File: src/rtl/mfault_sup_pkg.sv
package mfault_sup_pkg;
  typedef struct packed {
    logic retryStart;
    logic retryFast;
  } ctlStrobe_t;
endpackage

File: src/rtl/mfault_sup_dp.sv
module mfault_sup_dp
  import mfault_sup_pkg::*;
#(
  parameter int unsigned CLK_HZ = 200_000_000,
  parameter int unsigned NUM_PH = 3
) (
  input  logic              clk,
  input  logic              rstN,
  input  logic              switchEvt,
  input  logic [NUM_PH-1:0] ocRaw,
  input  logic              sleepN,
  input  ctlStrobe_t        ctl,
  output logic              ocDet,
  output logic              retryDone,
  output logic              clrPulse,
  output logic              asleep
);
  localparam longint unsigned HZ = 64'(CLK_HZ);
  localparam int unsigned BLANK_CYC = int'((HZ * 7 + 9_999_999) / 10_000_000);
  localparam int unsigned DEG_CYC   = int'((HZ * 6 + 9_999_999) / 10_000_000);
  localparam int unsigned SLOW_CYC  = int'(HZ / 200);
  localparam int unsigned FAST_CYC  = int'(HZ / 2000);
  localparam int unsigned SMIN_CYC  = int'((HZ * 15 + 999_999) / 1_000_000);
  localparam int unsigned SMAX_CYC  = int'(HZ * 50 / 1_000_000);
  localparam int BW = $clog2(BLANK_CYC + 1);
  localparam int DW = $clog2(DEG_CYC + 1);
  localparam int TW = $clog2(SLOW_CYC);
  localparam int SW = $clog2(SMAX_CYC + 2);
  localparam logic [BW-1:0] BLANK_V = BW'(BLANK_CYC);
  localparam logic [DW-1:0] DEG_V   = DW'(DEG_CYC);
  localparam logic [TW-1:0] SLOW_V  = TW'(SLOW_CYC - 1);
  localparam logic [TW-1:0] FAST_V  = TW'(FAST_CYC - 1);
  localparam logic [SW-1:0] SMIN_V  = SW'(SMIN_CYC);
  localparam logic [SW-1:0] SMAX_V  = SW'(SMAX_CYC);

  // blanking window after a switching event
  logic [BW-1:0] blankCnt;
  logic blanking;
  assign blanking = (blankCnt != '0);
  always_ff @(posedge clk or negedge rstN) begin
    if (!rstN) blankCnt <= '0;
    else if (switchEvt) blankCnt <= BLANK_V;
    else if (blanking) blankCnt <= blankCnt - BW'(1);
  end

  // per-phase deglitch counters
  logic [NUM_PH-1:0] phHit;
  for (genvar g = 0; g < NUM_PH; g++) begin : g_phase
    logic [DW-1:0] runCnt;
    always_ff @(posedge clk or negedge rstN) begin
      if (!rstN) runCnt <= '0;
      else if (ocRaw[g] && !blanking) runCnt <= (runCnt == DEG_V) ? runCnt : runCnt + DW'(1);
      else runCnt <= '0;
    end
    assign phHit[g] = (runCnt == DEG_V);
    a_r1_blank_clears: assert property (@(posedge clk) disable iff (!rstN)
      blanking |=> (runCnt == '0));
  end
  assign ocDet = |phHit;

  // retry interval timer
  logic [TW-1:0] retryCnt;
  logic retryRun, fastSel;
  assign retryDone = retryRun && (retryCnt == (fastSel ? FAST_V : SLOW_V));
  always_ff @(posedge clk or negedge rstN) begin
    if (!rstN) begin
      retryRun <= 1'b0;
      retryCnt <= '0;
      fastSel  <= 1'b0;
    end else if (ctl.retryStart) begin
      retryRun <= 1'b1;
      retryCnt <= '0;
      fastSel  <= ctl.retryFast;
    end else if (retryDone) begin
      retryRun <= 1'b0;
    end else if (retryRun) begin
      retryCnt <= retryCnt + TW'(1);
    end
  end

  // sleep pin low-width classifier
  logic [SW-1:0] lowCnt;
  always_ff @(posedge clk or negedge rstN) begin
    if (!rstN) lowCnt <= '0;
    else if (!sleepN) lowCnt <= (lowCnt > SMAX_V) ? lowCnt : lowCnt + SW'(1);
    else lowCnt <= '0;
  end
  assign clrPulse = sleepN && (lowCnt >= SMIN_V) && (lowCnt <= SMAX_V);
  assign asleep   = (lowCnt > SMAX_V);

  a_r2_det_needs_flag: assert property (@(posedge clk) disable iff (!rstN)
    ocDet |-> $past(|ocRaw));
  a_r8_clear_after_low: assert property (@(posedge clk) disable iff (!rstN)
    clrPulse |-> $past(!sleepN));
  a_r4_done_single: assert property (@(posedge clk) disable iff (!rstN)
    retryDone |=> !retryDone);
endmodule

File: src/rtl/mfault_sup_ctl.sv
module mfault_sup_ctl
  import mfault_sup_pkg::*;
(
  input  logic       clk,
  input  logic       rstN,
  input  logic       ocDet,
  input  logic       uvRaw,
  input  logic       ovRaw,
  input  logic       cpuvRaw,
  input  logic       otsRaw,
  input  logic       otwRaw,
  input  logic       otwEn,
  input  logic       retryFast,
  input  logic       retryDone,
  input  logic       clrPulse,
  input  logic       asleep,
  output ctlStrobe_t ctl,
  output logic       faultActive,
  output logic       faultN,
  output logic       gateEn
);
  logic newFault;
  assign newFault = ocDet | uvRaw | ovRaw | cpuvRaw | otsRaw;

  always_ff @(posedge clk or negedge rstN) begin
    if (!rstN) faultActive <= 1'b0;
    else if (asleep) faultActive <= 1'b0;
    else if (clrPulse) faultActive <= 1'b0;
    else if (newFault) faultActive <= 1'b1;
    else if (retryDone) faultActive <= 1'b0;
  end

  always_comb begin
    ctl.retryStart = newFault && !asleep && !clrPulse;
    ctl.retryFast  = retryFast;
  end

  assign faultN = !(faultActive || (otwEn && otwRaw));
  assign gateEn = !faultActive && !asleep;

  a_r3_level_latch: assert property (@(posedge clk) disable iff (!rstN)
    ((uvRaw || ovRaw || cpuvRaw || otsRaw) && !asleep && !clrPulse) |=> faultActive);
  a_r4_hold_until_done: assert property (@(posedge clk) disable iff (!rstN)
    (faultActive && !retryDone && !clrPulse && !asleep) |=> faultActive);
  a_r9_sleep_clears: assert property (@(posedge clk) disable iff (!rstN)
    asleep |=> !faultActive);
  a_r6_warn_no_shutdown: assert property (@(posedge clk) disable iff (!rstN)
    (otwRaw && !faultActive && !asleep) |-> gateEn);
endmodule

File: src/rtl/mfault_sup.sv
module mfault_sup
  import mfault_sup_pkg::*;
#(
  parameter int unsigned CLK_HZ = 200_000_000,
  parameter int unsigned NUM_PH = 3
) (
  input  logic              clk,
  input  logic              rstN,
  input  logic              switchEvt,
  input  logic [NUM_PH-1:0] ocRaw,
  input  logic              uvRaw,
  input  logic              ovRaw,
  input  logic              cpuvRaw,
  input  logic              otsRaw,
  input  logic              otwRaw,
  input  logic              otwEn,
  input  logic              retryFast,
  input  logic              sleepN,
  input  logic [NUM_PH-1:0] hiDemand,
  input  logic [NUM_PH-1:0] loDemand,
  output logic [NUM_PH-1:0] hiGate,
  output logic [NUM_PH-1:0] loGate,
  output logic              faultN,
  output logic              sleeping
);
  ctlStrobe_t ctl;
  logic ocDet, retryDone, clrPulse, asleep, faultActive, gateEn;

  mfault_sup_dp #(.CLK_HZ(CLK_HZ), .NUM_PH(NUM_PH)) u_dp (
    .clk(clk), .rstN(rstN), .switchEvt(switchEvt), .ocRaw(ocRaw), .sleepN(sleepN),
    .ctl(ctl), .ocDet(ocDet), .retryDone(retryDone), .clrPulse(clrPulse), .asleep(asleep)
  );

  mfault_sup_ctl u_ctl (
    .clk(clk), .rstN(rstN), .ocDet(ocDet), .uvRaw(uvRaw), .ovRaw(ovRaw),
    .cpuvRaw(cpuvRaw), .otsRaw(otsRaw), .otwRaw(otwRaw), .otwEn(otwEn),
    .retryFast(retryFast), .retryDone(retryDone), .clrPulse(clrPulse), .asleep(asleep),
    .ctl(ctl), .faultActive(faultActive), .faultN(faultN), .gateEn(gateEn)
  );

  assign hiGate   = hiDemand & {NUM_PH{gateEn}};
  assign loGate   = loDemand & {NUM_PH{gateEn}};
  assign sleeping = asleep;

  a_r10_gates_off: assert property (@(posedge clk) disable iff (!rstN)
    !gateEn |-> (hiGate == '0 && loGate == '0));
  a_r5_fault_low: assert property (@(posedge clk) disable iff (!rstN)
    faultActive |-> !faultN);
endmodule

File: config.mk
export PLATFORM = sky130hd
export DESIGN_NAME = mfault_sup
export DESIGN_NICKNAME = d
export VERILOG_FILES = /design/src/rtl/mfault_sup_pkg.sv /design/src/rtl/mfault_sup_dp.sv /design/src/rtl/mfault_sup_ctl.sv /design/src/rtl/mfault_sup.sv
export SDC_FILE = /design/constraint.sdc
export NUM_CORES = 1
export LEC_CHECK = 0
export ABC_AREA = 1
export BUFFER_PORTS_ARGS = -buffer_cell sky130_fd_sc_hd__buf_4
export CAP_MARGIN = 20
export CORE_ASPECT_RATIO = 1.25
export CORE_MARGIN = 2
export CORE_UTILIZATION = 42
export CTS_BUF_LIST = sky130_fd_sc_hd__clkbuf_4
export DETAILED_ROUTE_END_ITERATION = 16
export HOLD_SLACK_MARGIN = 0.03
export SLEW_MARGIN = 20
export SYNTH_ARGS = -nofsm -noshare
export SYNTH_HDL_FRONTEND = slang
export SYNTH_SLANG_ARGS = --single-unit
File: constraint.sdc
create_clock -name clk -period 2.8 [get_ports clk]
set_clock_uncertainty 0.15 [all_clocks]
set_input_delay 0.28 -clock clk [delete_from_list [all_inputs] [get_ports clk]]
set_output_delay 0.28 -clock clk [all_outputs]
set_load 0.02 [all_outputs]
# --- Word level (Yosys, flattened, before mapping) ---
# Index checks and enable logic that the tools add are counted.
totals:
  ff_bits: 66
  latch_bits: 0
  mem_bits_rw: 0
  mem_bits_ro: 0
  out_inout_bits: 8
  word_cells: 75
  n_memories: 0
classes:
  n_addsub: 6
  multipliers: 0
  n_div: 0
  order_cmp: 3
  eq_ne: 9
  n_shift: 0
  mux: 19
  bitwise_logic: 6
  n_reduce_logical: 23
ops:
  columns: ["operator", "count"]
  rows:
  - ["20-bit 2-to-1 mux", 4]
  - ["7-bit 2-to-1 mux", 6]
  - ["14-bit 2-to-1 mux", 2]
  - ["7-bit by 1-bit adder with 7-bit output, second input constant", 3]
  - ["7-bit equality test, second input constant", 3]
  - ["20-bit by 1-bit adder with 20-bit output, second input constant", 1]
  - ["20-bit equality test", 1]
  - ["8-bit 2-to-1 mux", 2]
  - ["14-bit by 1-bit adder with 14-bit output, second input constant", 1]
  - ["14-bit by 12-bit >= comparator with 1-bit output, second input constant", 1]
  - ["14-bit greater-than comparator, second input constant", 1]
  - ["14-bit <= comparator, second input constant", 1]
  - ["1-bit logical AND", 10]
  - ["2-bit != test, second input constant", 5]
  - ["8-bit nonzero test", 1]
  - ["8-bit by 1-bit subtractor with 8-bit output, second input constant", 1]
  - ["3-bit bitwise AND", 2]
  - ["2-bit nonzero test", 3]
  - ["1-bit logical NOT", 5]
  - ["1-bit 2-to-1 mux", 5]
  - ["1-bit bitwise OR", 4]
  - ["4-bit nonzero test", 1]
  - ["3-bit OR reduction", 1]
  - ["2-bit AND reduction", 1]
  - ["1-bit logical OR", 1]

# --- Depth between registers and ports, before layout ---
logic_depth:
  depth_word: 10
  ltp_mapped: 12
  ltp_nobuf: 11

# --- By module ---
# A second synthesis with hierarchy kept.
unflattened:
  hier_cells: 597
  hier_area_um2: 4206.5
modules_own_cells:
  columns: ["module", "instances", "cells_per_inst", "area_each_um2", "seq_area_each_um2"]
  rows:
  - ["mfault_sup_dp", 1, 572, 4076.4, 1626.6]
  - ["mfault_sup_ctl", 1, 13, 85.1, 25.0]
  - ["mfault_sup", 1, 12, 45.0, 0.0]

# --- Least setup slack after synthesis ---
# No wires, ideal clock.
synth_timing:
  kind: "flip-flop to output port"
  startpoint: "reg u_dp.lowCnt[0]"
  endpoint: "out hiGate[0]"
  arrival_ns: 1.335
  required_time_ns: 2.370
  path_slack_ns: 1.035
  stages_incl_launch_ff: 10
  path_cell_list: "dfrtp_1 -> inv_1 -> nand2_1 -> nor2_1 -> nand2_1 -> nand2_1 -> nand2_2 -> nand2_4 -> nand2_1 -> nor2_1"
synth_between:
  elab_chain_len: 4
synth_rtl:
  columns: ["element", "line_no", "rtl"]
  rows:
  - ["start: declaration", "mfault_sup_dp.sv:82", "logic [SW-1:0] lowCnt;"]
  - ["start signal: assignment", "mfault_sup_dp.sv:85", "else if (!sleepN) lowCnt <= (lowCnt > SMAX_V) ? lowCnt : lowCnt + SW'(1);"]
  - ["14-bit greater-than comparator", "mfault_sup_dp.sv:89", "assign asleep = (lowCnt > SMAX_V);"]
  - ["1-bit logical NOT", "mfault_sup_ctl.sv:39", "assign gateEn = !faultActive && !asleep;"]
  - ["1-bit logical AND", "mfault_sup_ctl.sv:39", null]
  - ["3-bit bitwise AND", "mfault_sup.sv:41", "assign hiGate = hiDemand & {NUM_PH{gateEn}};"]
  - ["end: declaration", "mfault_sup.sv:21", "output logic [NUM_PH-1:0] hiGate,"]
# Every way passes these cells.

# --- Final worst setup path ---
layout_timing:
  startpoint: "reg u_dp.lowCnt[6]"
  endpoint: "out loGate[1]"
layout_between:
  elab_chain_len: 4
layout_rtl:
  columns: ["element", "line_no", "rtl"]
  rows:
  - ["14-bit greater-than comparator", "mfault_sup_dp.sv:89", null]
  - ["1-bit logical NOT", "mfault_sup_ctl.sv:39", null]
  - ["1-bit logical AND", "mfault_sup_ctl.sv:39", null]
  - ["3-bit bitwise AND", "mfault_sup.sv:42", "assign loGate = loDemand & {NUM_PH{gateEn}};"]
  - ["end: declaration", "mfault_sup.sv:22", "output logic [NUM_PH-1:0] loGate,"]
# Every way passes these cells.

==> results.json <==
{
  "status": "finished, final reports clean",
  "powerDensity_nw_per_um2": 384,
  "cp.arrival_ns": 2.06,
  "critical_path_buf_inv_count": 2,
  "hp-start": "ocRaw[2]",
  "cts_buffer_depth": 2,
  "antenna_found_initial": 0,
  "cts_tree": "done",
  "coreArea_um2": 9560,
  "dr.pass1.iters": 5,
  "synth_top_area_share_pct": 40.1,
  "synth_cell_types": 34,
  "synth_edf_count": 0,
  "vias": 3595,
  "grt_max_degree": 67,
  "cts_inserted_buffers": 9,
  "p_leak_nw": 2.19,
  "clkSlewWorstSetupHoldPaths_ns": 0.11,
  "gr-usage-all-layers_pct": 17.8,
  "rr_worst_depth": 10,
  "maxSlewViolCount": 0,
  "postCtsSetupRepairBufs": 0,
  "path_delay_family": "simple AND/OR/NAND/NOR gates",
  "crit_fanout": 17,
  "clock-sinks": 66,
  "critical_path.most_common_cell": "nand2_1",
  "vias_per_cell": 4.92,
  "cts-root-buf": "clkbuf_4",
  "drive_gt1_share_pct": 9.75,
  "cp_slowest_stage_delay_ns": 0.46,
  "max_slew_margin_pct": 44.4,
  "ant_nets": 0,
  "synth-seq-cells": 66,
  "rsz0062_at_grt": "no",
  "h-tree-depth": 3,
  "synth_most_common_cell": "nand2_1",
  "post-route-cell-area_um2": 4570,
  "finalNonFillerCells": 731,
  "tns_ns": 0,
  "routedWlPerCell_um": 11.9,
  "dp.cells": 713,
  "hp-class": "in2reg",
  "synthesis.nets": 601,
  "worstReg2RegEnd": "u_dp.retryCnt[18]",
  "setup.worst_path.end_class": "primary output",
  "ir_worst_vdd_mv": 0.223,
  "yosys.area.top_type": "dfrtp_1",
  "grt-ovfl-total": 0,
  "start_kind": "register",
  "die_area_um2": 10600,
  "port_buffers": 27,
  "final_hold_viol_count": 0,
  "dpl.hpwl_um": 6210,
  "place.gp.congestion": 0.889,
  "drt_iter0_markers": 127,
  "yosysSeqAreaShare_pct": 40.1,
  "ys_top_cells_by_count": "nand2_1 (134), nor2_1 (87), inv_1 (83), dfrtp_1 (66), nand3_1 (64)",
  "crit_required_ns": 2.37,
  "dieWidth_um": 92.6,
  "die_h_um": 115,
  "drv_cap": 0,
  "clk_latency_ns": 0.40,
  "rows": 40,
  "antenna_cells": 0,
  "hold_end": "u_dp.g_phase[2].runCnt[6]",
  "critical_path_class": "reg2out",
  "r2r_start": "u_dp.retryCnt[0]",
  "setup_viol": 0,
  "grt_pass1_vias": 3486,
  "rrSetupSlack_ns": 0.68,
  "io-pin-count": 28,
  "start_util_pct": 43.1,
  "ys_warn_count": 0,
  "syn-cell-area_um2": 4120,
  "synth_ff_type": "dfrtp_1",
  "postLayoutCoreUtil_pct": 47.9,
  "syn2layout_area_growth_pct": 11.0,
  "grt_pass1_wl_um": 15400,
  "path_cells": "inv_1 > nand2_1 > nor2_1 > nand2_1 > nand2_1 > nand2_2 > nand2_4 > nand2_1 > nor2_1 > buf_4",
  "worstMarginPinSlew_ns": 0.835,
  "yosys-top-cells-area": "dfrtp_1 (40%), nand2_1 (12%), nor2_1 (7.9%)",
  "avgSynthCellArea_um2": 7.22,
  "drc_errors": 0,
  "critPathSlowestCell": "dfrtp_1",
  "post-route-period-util_pct": 88.8,
  "fin_nets": 632,
  "fmax_ghz": 0.402,
  "placedInstanceArea_um2": 4400,
  "drt-total-wl_um": 8690,
  "synth_cells": 571,
  "ys_async_sr_fraction_pct": 100,
  "fin_crit_ns": 2.49,
  "hold_depth": 3
}
## where the power goes
part | internal [mW] | total, mW | switching, mW
registers | 0.966 | 0.976 | 0.0107
clock network | 0.345 | 0.670 | 0.326
logic | 0.0437 | 0.110 | 0.0666
## metrics by stage
stage          hold WS, ns  setup slack [ns]  power [mW]
6_report             0.104             0.314        1.76
3_5_place_dp         0.303             0.663        1.10
3_3_place_gp         0.305             0.723        1.10
2_1_floorplan       -0.166              1.03        1.05
4_1_cts             0.0773             0.281        1.79
5_1_grt              0.109             0.104        1.86
## per-layer routing
layer / vias up / routed length (µm) / global-route usage [%]
li1: 1865 / - / -
met1: 1672 / 4020 / 22.4
met2: 53 / 4330 / 30.8
met3: 5 / 237 / 3.21
met4: 0 / 105 / 6.47
met5: - / 0 / 0
## worst reg2reg max path: stages (launching register included)
cell	delay, ns
dfrtp_1	0.42
ha_1	0.29
nand3_1	0.14
clkinv_1	0.10
nand2_1	0.06
nor2_2	0.16
nand2_4	0.16
nand2_4	0.20
inv_2	0.15
nand3_1	0.12
nand2_1	0.08
## cells by family (layout without fill, tap and decap cells)
kind of cell | Yosys count | in the layout | share of synthesized area, %
DFF | 66 | 66 | 40.1
xor gates and xnor gates | 24 | 24 | 5.10
adders and majority gates | 10 | 10 | 3.04
buffers and inverters | 99 | 133 | 10.1
and+or+nand+nor | 334 | 334 | 36.4
AOI/OAI and AO/OA | 38 | 38 | 5.25
## how the worst max path moves through the flow
stage / end / cells after the start / startpoint / slack, ns
floorplan: hiGate[0] / 9 / u_dp.lowCnt[0] / 1.03
global placement: u_dp.retryCnt[10] / 10 / u_dp.retryCnt[0] / 0.72
detailed placement: u_dp.retryCnt[18] / 10 / u_dp.retryCnt[0] / 0.66
CTS: loGate[1] / 10 / u_dp.lowCnt[6] / 0.28
global route: loGate[2] / 10 / u_dp.lowCnt[6] / 0.10
finish: loGate[1] / 10 / u_dp.lowCnt[6] / 0.31
## area by class of cell
type / count / area, µm²
Fill cell: 959 / 4980
Multi-Input combinational cell: 406 / 2050
Sequential cell: 66 / 1650
Inverter: 88 / 330
Timing Repair Buffer: 31 / 243
Tap cell: 126 / 158
Clock inverter: 5 / 71.3
Clock buffer: 9 / 67.6
## timing repair
action | CTS | global route
hold buffers | 4 | 0
resized for setup | 0 | 0
hold endpoints to repair | 76 | 0
## placed cells by master, fill, tap and decap left out
cell type / Yosys / layout
nand2_1: 134 / 134
nor2_1: 87 / 87
inv_1: 83 / 83
dfrtp_1: 66 / 66
nand3_1: 64 / 64
buf_4: 3 / 27
a21oi_1: 22 / 22
xor2_1: 22 / 22
nand4_1: 19 / 19
ha_1: 10 / 10
clkbuf_4: 0 / 9
nor3_1: 6 / 6
nand3b_1: 5 / 5
o21ai_0: 5 / 5
inv_2: 4 / 4
nor3b_1: 4 / 4
clkinv_1: 1 / 4
o21ai_2: 4 / 4
dlygate4sd3_1: 0 / 4
nand2_4: 3 / 3
nor2_2: 3 / 3
o21ai_1: 3 / 3
nand2_2: 2 / 2
xnor2_1: 2 / 2
nor4_1: 2 / 2
a211oi_1: 2 / 2
bufinv_16: 0 / 2
nand3_2: 1 / 1
nor3b_2: 1 / 1
a21oi_2: 1 / 1
nand3_4: 1 / 1
o211ai_1: 1 / 1
nor2_4: 1 / 1
and2_1: 1 / 1
## flip-flops by register name, summed over array words and instances (netlist names)
| signal | cells |
|---|---|
| u_dp.g_phase.runCnt | 21 |
| u_dp.retryCnt | 20 |
| u_dp.lowCnt | 14 |
| u_dp.blankCnt | 8 |
| u_ctl.faultActive | 1 |
| u_dp.fastSel | 1 |
| u_dp.retryRun | 1 |
Note: power is estimated with default switching activity, not from simulation.
